===== src/rtl/irqd_pkg.sv =====
`timescale 1ns/1ps
package irqd_pkg;

    localparam int PS_W    = 8;
    localparam int LVL_W   = 4;
    localparam int PS_EXCM = 4;
    localparam int PS_UM   = 5;

    typedef enum logic [2:0] {
        KIND_NONE   = 3'd0,
        KIND_USER   = 3'd1,
        KIND_KERNEL = 3'd2,
        KIND_DOUBLE = 3'd3,
        KIND_HIGH   = 3'd4
    } exc_kind_e;

    typedef struct packed {
        logic             take;
        logic [LVL_W-1:0] level;
        exc_kind_e        kind;
    } dispatch_t;

    // Level currently masking interrupts, with the exception-mode floor applied
    function automatic logic [LVL_W-1:0] eff_level(input logic [PS_W-1:0]  ps,
                                                   input logic [LVL_W-1:0] floor_lvl);
        logic [LVL_W-1:0] r;
        r = ps[LVL_W-1:0];
        if (ps[PS_EXCM] && (floor_lvl > r)) r = floor_lvl;
        return r;
    endfunction

    // Exception class a level-1 request turns into
    function automatic exc_kind_e level1_kind(input logic [PS_W-1:0] ps);
        exc_kind_e k;
        if (ps[PS_EXCM])    k = KIND_DOUBLE;
        else if (ps[PS_UM]) k = KIND_USER;
        else                k = KIND_KERNEL;
        return k;
    endfunction

    // Status word after a take
    function automatic logic [PS_W-1:0] next_status(input logic [PS_W-1:0] ps,
                                                    input dispatch_t       d);
        logic [PS_W-1:0] r;
        r = ps;
        r[PS_EXCM] = 1'b1;
        if (d.kind == KIND_HIGH) r[LVL_W-1:0] = d.level;
        return r;
    endfunction

endpackage


===== src/rtl/irqd_gate.sv =====
`timescale 1ns/1ps
module irqd_gate
    import irqd_pkg::*;
#(
    parameter int NLEVEL     = 6,
    parameter int NIRQ       = 16,
    parameter int EXCM_LEVEL = 1
)(
    input  logic [LVL_W-1:0]       pend_lvl,
    input  logic [PS_W-1:0]        status,
    input  logic [NIRQ-1:0]        int_set,
    input  logic [NIRQ-1:0]        int_en,
    input  logic [NLEVEL*NIRQ-1:0] lvl_mask,
    input  logic                   block,
    output dispatch_t              dec
);
    localparam logic [LVL_W-1:0] FLOOR = LVL_W'(EXCM_LEVEL);
    localparam logic [LVL_W-1:0] TOP   = LVL_W'(NLEVEL);

    logic [NIRQ-1:0] live;
    logic [NLEVEL:0] lvl_hit;
    logic            in_range;
    logic            above;
    logic            hit;

    assign live       = int_set & int_en;
    assign lvl_hit[0] = 1'b0;

    for (genvar g = 1; g <= NLEVEL; g++) begin : g_hit
        assign lvl_hit[g] = |(lvl_mask[(g-1)*NIRQ +: NIRQ] & live);
    end

    always_comb begin
        in_range = (pend_lvl != '0) && (pend_lvl <= TOP);
        above    = pend_lvl > eff_level(status, FLOOR);
        hit      = 1'b0;
        for (int i = 1; i <= NLEVEL; i++) begin
            if (pend_lvl == LVL_W'(i)) hit = lvl_hit[i];
        end
        dec.take  = in_range && above && hit && !block;
        dec.level = pend_lvl;
        dec.kind  = (pend_lvl == LVL_W'(1)) ? level1_kind(status) : KIND_HIGH;
    end

endmodule


===== src/rtl/irqd_vector.sv =====
`timescale 1ns/1ps
module irqd_vector
    import irqd_pkg::*;
#(
    parameter int            AW       = 32,
    parameter bit            RELOC    = 1'b1,
    parameter logic [AW-1:0] DEF_BASE = 'h4000_0000,
    parameter logic [AW-1:0] HI_OFS   = 'h180,
    parameter logic [AW-1:0] STRIDE   = 'h40,
    parameter logic [AW-1:0] KERN_OFS = 'h300,
    parameter logic [AW-1:0] USER_OFS = 'h340,
    parameter logic [AW-1:0] DBL_OFS  = 'h3C0
)(
    input  dispatch_t     dec,
    input  logic [AW-1:0] vecbase,
    output logic [AW-1:0] target
);
    logic [AW-1:0] ofs;
    logic [AW-1:0] base;
    logic [AW-1:0] lvl_ext;

    assign lvl_ext = AW'(dec.level);

    always_comb begin
        case (dec.kind)
            KIND_USER:   ofs = USER_OFS;
            KIND_KERNEL: ofs = KERN_OFS;
            KIND_DOUBLE: ofs = DBL_OFS;
            default:     ofs = HI_OFS + (lvl_ext - AW'(2)) * STRIDE;
        endcase
    end

    // Relocation: configured vector minus configured base plus live base
    if (RELOC) begin : g_reloc
        assign base = vecbase;
    end else begin : g_fixed
        assign base = DEF_BASE;
    end

    assign target = base + ofs;

endmodule


===== src/rtl/irqd_savebank.sv =====
`timescale 1ns/1ps
module irqd_savebank
    import irqd_pkg::*;
#(
    parameter int NLEVEL   = 6,
    parameter int AW       = 32,
    parameter bit HAS_DEPC = 1'b1
)(
    input  logic                       clk,
    input  logic                       rst,
    input  dispatch_t                  dec,
    input  logic [AW-1:0]              pc,
    input  logic [PS_W-1:0]            status,
    output logic [NLEVEL*AW-1:0]       epc_flat,
    output logic [(NLEVEL-1)*PS_W-1:0] eps_flat,
    output logic [AW-1:0]              depc
);
    logic l1_to_epc1;

    assign l1_to_epc1 = dec.take &&
                        ((dec.kind == KIND_USER) || (dec.kind == KIND_KERNEL) ||
                         ((dec.kind == KIND_DOUBLE) && !HAS_DEPC));

    for (genvar g = 1; g <= NLEVEL; g++) begin : g_lvl
        logic [AW-1:0] epc_q;
        if (g == 1) begin : g_one
            always_ff @(posedge clk) begin
                if (rst)             epc_q <= '0;
                else if (l1_to_epc1) epc_q <= pc;
            end
        end else begin : g_high
            logic            hit;
            logic [PS_W-1:0] eps_q;
            assign hit = dec.take && (dec.kind == KIND_HIGH) &&
                         (dec.level == LVL_W'(g));
            always_ff @(posedge clk) begin
                if (rst) begin
                    epc_q <= '0;
                    eps_q <= '0;
                end else if (hit) begin
                    epc_q <= pc;
                    eps_q <= status;
                end
            end
            assign eps_flat[(g-2)*PS_W +: PS_W] = eps_q;
        end
        assign epc_flat[(g-1)*AW +: AW] = epc_q;
    end

    if (HAS_DEPC) begin : g_depc
        logic [AW-1:0] depc_q;
        always_ff @(posedge clk) begin
            if (rst)                                           depc_q <= '0;
            else if (dec.take && (dec.kind == KIND_DOUBLE))    depc_q <= pc;
        end
        assign depc = depc_q;

        AST_DOUBLE_KEEPS_EPC1: assert property (@(posedge clk) disable iff (rst)
            (dec.take && (dec.kind == KIND_DOUBLE)) |=> $stable(epc_flat[AW-1:0]));
        AST_DOUBLE_SAVES_PC: assert property (@(posedge clk) disable iff (rst)
            (dec.take && (dec.kind == KIND_DOUBLE)) |=> (depc == $past(pc)));
    end else begin : g_nodepc
        assign depc = '0;
    end

endmodule


===== src/rtl/irq_dispatch_ctrl.sv =====
`timescale 1ns/1ps
module irq_dispatch_ctrl
    import irqd_pkg::*;
#(
    parameter int                 NLEVEL     = 6,
    parameter int                 NIRQ       = 16,
    parameter int                 AW         = 32,
    parameter int                 EXCM_LEVEL = 1,
    parameter bit                 HAS_DEPC   = 1'b1,
    parameter bit                 RELOC      = 1'b1,
    parameter bit                 IRQ_OPT    = 1'b1,
    parameter int                 CAUSE_W    = 6,
    parameter logic [CAUSE_W-1:0] LVL1_CAUSE = 4,
    parameter logic [AW-1:0]      RESET_VEC  = 'h4000_0000,
    parameter logic [AW-1:0]      DEF_BASE   = 'h4000_0000,
    parameter logic [AW-1:0]      HI_OFS     = 'h180,
    parameter logic [AW-1:0]      STRIDE     = 'h40,
    parameter logic [AW-1:0]      KERN_OFS   = 'h300,
    parameter logic [AW-1:0]      USER_OFS   = 'h340,
    parameter logic [AW-1:0]      DBL_OFS    = 'h3C0
)(
    input  logic                       clk,
    input  logic                       rst,
    input  logic [LVL_W-1:0]           irq_level_i,
    input  logic [NIRQ-1:0]            int_set_i,
    input  logic [NIRQ-1:0]            int_en_i,
    input  logic [NLEVEL*NIRQ-1:0]     lvl_mask_i,
    input  logic [AW-1:0]              pc_i,
    input  logic [AW-1:0]              vecbase_i,
    input  logic                       ps_wr_en_i,
    input  logic [PS_W-1:0]            ps_wr_data_i,
    output logic [PS_W-1:0]            status_o,
    output logic [NLEVEL*AW-1:0]       epc_o,
    output logic [(NLEVEL-1)*PS_W-1:0] eps_o,
    output logic [AW-1:0]              depc_o,
    output logic [CAUSE_W-1:0]         cause_o,
    output logic [2:0]                 kind_o,
    output logic [AW-1:0]              new_pc_o,
    output logic                       taken_o
);
    localparam logic [PS_W-1:0]  PS_RESET = IRQ_OPT ? PS_W'(8'h1F) : PS_W'(8'h10);
    localparam logic [LVL_W-1:0] TOP_LVL  = LVL_W'(NLEVEL);

    logic [LVL_W-1:0]   pend_q;
    logic [PS_W-1:0]    status_q;
    logic [CAUSE_W-1:0] cause_q;
    logic [AW-1:0]      pc_q;
    exc_kind_e          kind_q;
    logic               taken_q;
    dispatch_t          dec;
    logic [AW-1:0]      target;

    irqd_gate #(
        .NLEVEL     (NLEVEL),
        .NIRQ       (NIRQ),
        .EXCM_LEVEL (EXCM_LEVEL)
    ) u_gate (
        .pend_lvl (pend_q),
        .status   (status_q),
        .int_set  (int_set_i),
        .int_en   (int_en_i),
        .lvl_mask (lvl_mask_i),
        .block    (ps_wr_en_i),
        .dec      (dec)
    );

    irqd_vector #(
        .AW       (AW),
        .RELOC    (RELOC),
        .DEF_BASE (DEF_BASE),
        .HI_OFS   (HI_OFS),
        .STRIDE   (STRIDE),
        .KERN_OFS (KERN_OFS),
        .USER_OFS (USER_OFS),
        .DBL_OFS  (DBL_OFS)
    ) u_vec (
        .dec     (dec),
        .vecbase (vecbase_i),
        .target  (target)
    );

    irqd_savebank #(
        .NLEVEL   (NLEVEL),
        .AW       (AW),
        .HAS_DEPC (HAS_DEPC)
    ) u_bank (
        .clk      (clk),
        .rst      (rst),
        .dec      (dec),
        .pc       (pc_i),
        .status   (status_q),
        .epc_flat (epc_o),
        .eps_flat (eps_o),
        .depc     (depc_o)
    );

    always_ff @(posedge clk) begin
        if (rst) begin
            pend_q   <= '0;
            status_q <= PS_RESET;
            cause_q  <= '0;
            pc_q     <= RESET_VEC;
            kind_q   <= KIND_NONE;
            taken_q  <= 1'b0;
        end else begin
            pend_q  <= irq_level_i;
            taken_q <= dec.take;
            kind_q  <= dec.take ? dec.kind : KIND_NONE;
            if (ps_wr_en_i)    status_q <= ps_wr_data_i;
            else if (dec.take) status_q <= next_status(status_q, dec);
            if (dec.take) begin
                pc_q <= target;
                if (dec.kind != KIND_HIGH) cause_q <= LVL1_CAUSE;
            end
        end
    end

    assign status_o = status_q;
    assign cause_o  = cause_q;
    assign new_pc_o = pc_q;
    assign kind_o   = kind_q;
    assign taken_o  = taken_q;

    // Saved PC of the level now held in the status word
    logic [AW-1:0] epc_at_lvl;
    always_comb begin
        epc_at_lvl = '0;
        for (int i = 1; i <= NLEVEL; i++) begin
            if (status_q[LVL_W-1:0] == LVL_W'(i)) epc_at_lvl = epc_o[(i-1)*AW +: AW];
        end
    end

    AST_IDLE_KIND: assert property (@(posedge clk) disable iff (rst)
        !taken_o |-> (kind_o == KIND_NONE));
    AST_EXCM_AFTER_TAKE: assert property (@(posedge clk) disable iff (rst)
        taken_o |-> status_o[PS_EXCM]);
    AST_L1_CAUSE: assert property (@(posedge clk) disable iff (rst)
        (taken_o && (kind_o != KIND_HIGH)) |-> (cause_o == LVL1_CAUSE));
    AST_HI_RANGE: assert property (@(posedge clk) disable iff (rst)
        (taken_o && (kind_o == KIND_HIGH)) |->
        ((status_o[LVL_W-1:0] >= LVL_W'(2)) && (status_o[LVL_W-1:0] <= TOP_LVL)));
    AST_HI_EPC: assert property (@(posedge clk) disable iff (rst)
        (taken_o && (kind_o == KIND_HIGH)) |-> (epc_at_lvl == $past(pc_i)));
    AST_STATUS_HOLD: assert property (@(posedge clk) disable iff (rst)
        (!taken_o && !$past(ps_wr_en_i)) |-> $stable(status_o));
    AST_LOAD_BLOCKS: assert property (@(posedge clk) disable iff (rst)
        ps_wr_en_i |=> (!taken_o && (status_o == $past(ps_wr_data_i))));

endmodule


===== config.mk =====
export PLATFORM = sky130hd
export DESIGN_NAME = irq_dispatch_ctrl
export DESIGN_NICKNAME = d
export VERILOG_FILES = /design/src/rtl/irqd_pkg.sv /design/src/rtl/irqd_gate.sv /design/src/rtl/irqd_vector.sv /design/src/rtl/irqd_savebank.sv /design/src/rtl/irq_dispatch_ctrl.sv
export SDC_FILE = /design/constraint.sdc
export NUM_CORES = 1
export LEC_CHECK = 0
export BUFFER_PORTS_ARGS = -buffer_cell sky130_fd_sc_hd__buf_2
export CORE_AREA = 4 4 198 200
export CTS_CLUSTER_SIZE = 25
export DETAILED_ROUTE_END_ITERATION = 12
export DIE_AREA = 0 0 202 204
export SLEW_MARGIN = 25
export SYNTH_ARGS = -nofsm -noshare
export SYNTH_HDL_FRONTEND = slang
export SYNTH_SLANG_ARGS = --single-unit

===== constraint.sdc =====
create_clock -name clk -period 4.4 [get_ports clk]
set_input_delay 0.22 -clock clk [delete_from_list [all_inputs] [get_ports clk]]
set_output_delay 0.22 -clock clk [all_outputs]
set_load 0.005 [all_outputs]

==> reports/metrics.yaml, run 1 <==
logic_synthesis:
  yosys.area.top_type: "dfxtp_1"
  ys_seq_area_share_pct: 45.0
  synthArstFlopShare_pct: 0
  yosysTopAreaCellShare_pct: 45.0
  avgSynthCellArea_um2: 9.62
  synth_edf_count: 0
  synth_seq_cells: 313
  synth_area_leaders: "dfxtp_1 45%, mux2i_1 21%, nor2_1 6.7%"
  syn_inst: 1447
  ys_warn_count: 0
  yosys_most_used_dff: "dfxtp_1"
  synth_cell_type_count: 67
  synth_area_mm2: 0.0139
power:
  p_per_area_mw_per_mm2: 364
  netSwitchingPower_w: 0.00171
  vdd_drop_max_v: 0.000321
  p_sw_share_pct: 25.4
  power_w: 0.00672
  leakage_nw: 8.22
  clkPwrFrac_pct: 45.1
  combPwrFrac_pct: 12.2
  cell_internal_pwr_w: 0.00501
  pwr-share-seq_pct: 42.6
timing:
  min_period_over_period_pct: 95.6
  maxSlewViolCount: 0
  fin_skew_ns: 0.0207
  fin_ws_ns: 0.192
  hold_viol: 0
  tightest_slew_ns: 1.01
  fin_tns_setup_ns: 0
  report.final.setup_viol: 0
  fmax_ghz: 0.238
  slew_headroom_pct: 32.4
  layout_min_cycle_time_ns: 4.21
final_layout:
  num-fill-cells: 3612
  final_nets: 2199
  synthToLayoutAreaGrowth_pct: 32.6
  final_common_cell: "buf_2"
  final_area_mm2: 0.0185
  layout_common_cells: "514 x buf_2, 313 x dfxtp_1, 290 x mux2i_1"
  drive_above_1_share_pct: 31.3
  seqCellArea_mm2: 0.00627
  multi_input_area_mm2: 0.00733
min_path:
  worstHoldStart: "pc_i[16]"
  min_path_cells: 3
  min_path_type: "in2reg"
  hold_end: "u_bank.g_lvl[6].epc_q[16]"
drt:
  met3WireLength_mm: 3.95
  routed_wl_mm: 54.1
  met2_length_mm: 26.0
  drc: 0
  highest_layer: "met5"
  antenna_left: 0
  post_drt_via_cell_ratio: 5.10
  wirelength_met1_mm: 21.4
  drtIter0Drc: 668
  wl_per_cell_um: 21.7
  drt-pass1-iter-count: 5
  num_vias: 12700
floorplan:
  start_util_pct: 37.2
  ioPinCount: 521
  coreArea_mm2: 0.0374
  die_w_um: 202
  die_h_um: 204
  design.die.area_mm2: 0.0412
  rows: 71
cts:
  cts_root_buf: "clkbuf_16"
  cts_sinks: 313
  clock_latency_ns: 0.53
  numCtsBuffers: 36
  clockBufferDepth: 3
  path_clk_slew_ns: 0.07
  tritoncts: "built"
  h-tree-depth: 2
setup_path:
  worstSetupPathType: "reg2reg"
  cp_max_fo: 5
  critPathCaptureType: "flip-flop"
  rr_worst_depth: 17
  startpoint_type: "flip-flop"
  r2r_start: "pend_q[2]"
  worstPathRequired_ns: 4.88
  worst_r2r_endpoint: "new_pc_o[31]"
  r2r_setup_slack_ns: 0.19
  cp.arrival_ns: 4.69
placed_design:
  dpl.hpwl_mm: 40.5
  port_buffers: 515
  gp_congestion: 0.966
  pre_cts_slack_ns: 0.0278
  place_area_mm2: 0.0170
status:
  status: "completed"
global_route:
  track_usage_pct: 24.7
  antenna_found_initial: 7
  grt_max_degree: 151
  grt_pass1_vias: 12500
  grt_pass1_wl_mm: 79.2
  grt_overflow: 0
run:
  cap_violations: 0
-- logic make-up (layout without fill, tap and decap cells) --
group / count (synthesis) / after routing / synth area share, %
AOI/OAI and AO/OA: 121 / 121 / 6.08
adders and majority gates: 37 / 37 / 3.34
DFF: 313 / 313 / 45.0
buffers and inverters: 100 / 630 / 3.38
other: 1 / 7 / 0.0269
xor gates and xnor gates: 19 / 19 / 1.19
muxes: 293 / 293 / 21.1
and+or+nand+nor: 563 / 563 / 19.9
-- stage by stage --
| stage | hold slack, ns | utilization, % | std cells |
|---|---|---|---|
| 2_1_floorplan | 0.348 | - | 1451 |
| 3_3_place_gp | 0.446 | 45.6 | 2415 |
| 3_5_place_dp | 0.441 | 45.6 | 2415 |
| 4_1_cts | 0.00365 | 49.2 | 2492 |
| 5_1_grt | 0.00938 | 49.4 | 2494 |
| 6_report | 0.0205 | 49.4 | 2494 |
-- worst max path at each step --
stage	start	to
final	pend_q[2]	new_pc_o[31]
after floorplan	pend_q[3]	new_pc_o[31]
after detailed placement	pend_q[2]	new_pc_o[31]
after global placement	pend_q[2]	new_pc_o[28]
after CTS	pend_q[2]	new_pc_o[31]
after global routing	pend_q[2]	new_pc_o[30]
-- routing by layer --
metal,vias to the layer above,GRT usage [%]
li1,6073,-
met1,6034,28.5
met2,491,42.5
met3,112,6.90
met4,6,11.8
met5,-,0
-- synth_stat cells (12+ instances only) --
| master | n |
|---|---|
| xnor2_1 | 16 |
| ha_1 | 34 |
| inv_1 | 13 |
| o21ai_0 | 18 |
| nand3_1 | 90 |
| nor2_1 | 249 |
| a21oi_1 | 26 |
| nand4_1 | 19 |
| clkbuf_1 | 44 |
| a31oi_1 | 12 |
| nand2b_1 | 112 |
| buf_2 | 25 |
| nand2_1 | 27 |
| dfxtp_1 | 313 |
| nor2b_1 | 12 |
| mux2i_1 | 290 |
-- flip-flops by register name (all words and copies together) (netlist names) --
name / count
u_bank.g_lvl.epc_q: 192
u_bank.g_lvl.g_high.eps_q: 40
new_pc_o: 32
u_bank.depc: 32
status_o: 8
pend_q: 4
kind_o: 3
cause_o: 1
taken_o: 1
-- worst max-delay path, stage by stage, from the launching register on --
cell,delay (ns)
dfxtp_1,0.36
inv_1,0.14
ha_1,0.25
inv_1,0.13
a21oi_2,0.20
or3b_2,0.46
ha_1,0.28
nor2_1,0.05
ha_1,0.24
a2111oi_1,0.45
o21ai_0,0.19
a31oi_2,0.26
a211oi_2,0.10
o21ai_0,0.19
buf_4,0.16
a211oi_1,0.09
or4bb_1,0.52
nand4_1,0.08
-- cell type report --
class	instances	share of cell area (%)
clock inverters	8	0.583
well taps	511	3.46
inverters	15	0.305
multi-input cells	1038	39.7
diodes	2	0.0271
clock buffers	54	5.91
flip-flops and latches	313	33.9
repair buffers	553	16.1
-- power by group through the flow --
stage          clock network [W]  registers, W  logic [W]
3_5_place_dp                   0       0.00293   0.000775
4_1_cts                  0.00311       0.00286   0.000790
6_report                 0.00303       0.00286   0.000822
5_1_grt                  0.00322       0.00286   0.000891
3_3_place_gp                   0       0.00292   0.000771
2_1_floorplan                  0       0.00292   0.000461
-- what timing repair did --
action	4_1_cts	5_1_grt
setup endpoints to repair	0	10
setup buffers	0	0
resized for setup	0	14
hold buffers	15	0
hold endpoints to repair	15	0
Note: power is estimated with default switching activity, not from simulation.
==> run 2, diff against run 1 <==
--- a/config.mk
+++ b/config.mk
@@ -10,6 +10,8 @@
 export CTS_CLUSTER_SIZE = 25
 export DETAILED_ROUTE_END_ITERATION = 12
 export DIE_AREA = 0 0 202 204
+export PLACE_DENSITY = 0.66
+export RECOVER_POWER = 100
 export SLEW_MARGIN = 25
 export SYNTH_ARGS = -nofsm -noshare
 export SYNTH_HDL_FRONTEND = slang
==> constraint.sdc (replaced) <==
create_clock -name clk -period 3.48 [get_ports clk]
set_input_delay 0.174 -clock clk [delete_from_list [all_inputs] [get_ports clk]]
set_output_delay 0.174 -clock clk [all_outputs]
set_load 0.005 [all_outputs]
==> reports/metrics.yaml, run 2 (synthesis results as in run 1) <==
status:
  status: "finished, violations left"
  violations: "capacitance limit, slew limit, setup timing"
cts:
  clock_latency_ns: 0.52  # about the same
  numCtsBuffers: 34  # -5.6%
  h-tree-depth: 2  # unchanged
  cts_sinks: 313  # unchanged
  path_clk_slew_ns: 0.06  # about the same
  cts_root_buf: "clkbuf_16"
  clockBufferDepth: 3  # unchanged
  tritoncts: "built"
final_layout:
  layout_common_cells: "311 x dfxtp_1, 290 x mux2i_1, 263 x clkbuf_1"
  synthToLayoutAreaGrowth_pct: 37.7
  final_common_cell: "dfxtp_1"
  final_area_mm2: 0.0192  # +3.8%
  top_register: "u_bank.g_lvl.epc_q"
  largestRegisters: "u_bank.g_lvl.epc_q: 192 flops, u_bank.g_lvl.g_high.eps_q: 40 flops"
  num-fill-cells: 3525  # -2.4%
  drive_above_1_share_pct: 22.4  # -9.0 points
  final_core_util_pct: 51.3  # +1.9 points
  final_nets: 2293  # +4.3%
  largest_reg_flops: 192  # unchanged
setup_path:
  cp_max_fo: 4  # -1
  startpoint_type: "flip-flop"
  worstSetupPathType: "reg2reg"
  cp.arrival_ns: 3.94  # -0.75 ns
  critPathCaptureType: "flip-flop"
  worstPathRequired_ns: 3.92  # -0.96 ns
timing:
  layout_min_cycle_time_ns: 3.50  # -0.710 ns
  hold_viol: 0  # unchanged
  min_period_over_period_pct: 101  # +4.9 points
  report.final.setup_viol: 1  # +1
  rsz0062_at_grt: "yes"
  maxSlewViolCount: 101  # +101
  slew_headroom_pct: -42.8  # -75 points
  fin_skew_ns: 0.0212  # +0.000496 ns
  fmax_ghz: 0.286  # +20%
  fin_ws_ns: -0.0186  # -0.210 ns
  fin_tns_setup_ns: -0.0186  # -0.0186 ns
  tightest_slew_ns: 2.14  # +1.13 ns
placed_design:
  dpl.hpwl_mm: 40.7  # +0.31%
  port_buffers: 515  # unchanged
  gp_congestion: 0.996  # +3.1%
  place_area_mm2: 0.0176  # +3.3%
power:
  leakage_nw: 7.54  # -8.3%
  clkPwrFrac_pct: 43.8  # -1.3 points
  vdd_drop_max_v: 0.000369  # +15%
  combPwrFrac_pct: 14.7  # +2.5 points
  pwr-share-seq_pct: 41.4  # -1.2 points
  p_sw_share_pct: 25.3  # -0.15 points
  netSwitchingPower_w: 0.00220  # +29%
  cell_internal_pwr_w: 0.00650  # +30%
  p_per_area_mw_per_mm2: 454  # +25%
drt:
  wl_per_cell_um: 20.9  # -3.4%
  routed_wl_mm: 54.2  # +0.24%
  drt-pass1-iter-count: 5  # unchanged
  num_vias: 13200  # +3.6%
  antenna_left: 0  # unchanged
  post_drt_via_cell_ratio: 5.09  # -0.12%
  drtIter0Drc: 615  # -7.9%
  drc: 0  # unchanged
floorplan:
  die_h_um: 204  # unchanged
  design.die.area_mm2: 0.0412  # unchanged
  ioPinCount: 521  # unchanged
  coreArea_mm2: 0.0374  # unchanged
  start_util_pct: 37.2  # unchanged
  rows: 71  # unchanged
  die_w_um: 202  # unchanged
global_route:
  grt_max_degree: 103  # -32%
  grt_pass1_wl_mm: 80.7  # +1.9%
  grt_pass1_vias: 13300  # +6.9%
  antenna_found_initial: 3  # -4
  track_usage_pct: 24.9  # +0.16 points
  grt_overflow: 0  # unchanged
min_path:
  min_path_type: "in2reg"
run:
  cap_violations: 1  # +1
run 2: cell count changes in the layout (fill, tap and decap cells not counted), sizes merged:
cell / change
buf: -199
clkinv: +3
bufinv: +2
clkbuf: +259
dlygate4sd3: +28
clkinvlp: +1
run 2: per-stage QoR:
stage / setup WS, ns / hold WS [ns] / total power, W / instances
4_1_cts: -0.00694 / 0.0127 / 0.00871 / 2572
6_report: -0.0186 / 0.0275 / 0.00870 / 2588
3_3_place_gp: -0.130 / 0.408 / 0.00477 / 2465
3_5_place_dp: -0.212 / 0.418 / 0.00477 / 2465
2_1_floorplan: -0.0586 / 0.301 / 0.00429 / 1451
5_1_grt: -0.142 / 0.0273 / 0.00904 / 2587
run 2: worst paths after layout:
| path | start | to | slack [ns] | cells after the start |
|---|---|---|---|---|
| hold reg to reg | u_bank.g_lvl[1].epc_q[15] | u_bank.g_lvl[1].epc_q[15] | 0.47 | 2 |
| hold / removal | pc_i[0] | u_bank.g_lvl[1].epc_q[0] | 0.03 | 3 |
| setup / recovery | pend_q[2] | new_pc_o[30] | -0.02 | 16 |
| setup reg to reg | pend_q[2] | new_pc_o[30] | -0.02 | 16 |
run 2: cell type report:
type                       instances  area (um^2)  share of cell area, %
clock inverter                    14          195                   1.02
inverter                          15         63.8                  0.333
clock buffer                      46          997                   5.20
antenna                            2         5.00                 0.0261
timing repair buffer             649         3460                   18.0
tap                              511          639                   3.33
multi-input combinational       1038         7550                   39.4
sequential                       313         6270                   32.7
run 2: power by group through the flow:
stage	Sequential, W	Clock [W]	Combinational (W)
floorplan	0.00369	0	0.000607
detailed placement	0.00369	0	0.00109
global placement	0.00369	0	0.00108
CTS	0.00361	0.00392	0.00119
finish	0.00361	0.00381	0.00128
global route	0.00360	0.00405	0.00139
run 2: layer usage:
layer / GRT usage (%) / part of all wire (%) / wire length [um]
met1: 27.7 / 38 / 20800
met2: 44.5 / 49 / 26700
met3: 6.22 / 7.0 / 3790
met4: 12.0 / 5.4 / 2920
met5: 0 / 0.030 / 16
run 2: worst max-delay path, stage by stage, from the launching register on:
cell and delay, ns:
dfxtp_2 0.35, clkinv_4 0.09, ha_4 0.19, xnor2_4 0.13, or3b_4 0.41, ha_4 0.28
nor2_4 0.04, ha_4 0.29, o211ai_1 0.10, o211ai_1 0.19, buf_4 0.16, a41oi_4 0.13
o31ai_4 0.26, a41oi_2 0.21, a31oi_4 0.27, nand4b_1 0.13, a31oi_1 0.19
run 2: repair_timing:
action	CTS	global route
pin swaps	4	33
hold buffers	43	0
gates resized for setup	17	30
buffers inserted	4	14
endpoints found under the hold margin	150	0
setup endpoints to repair	8	46
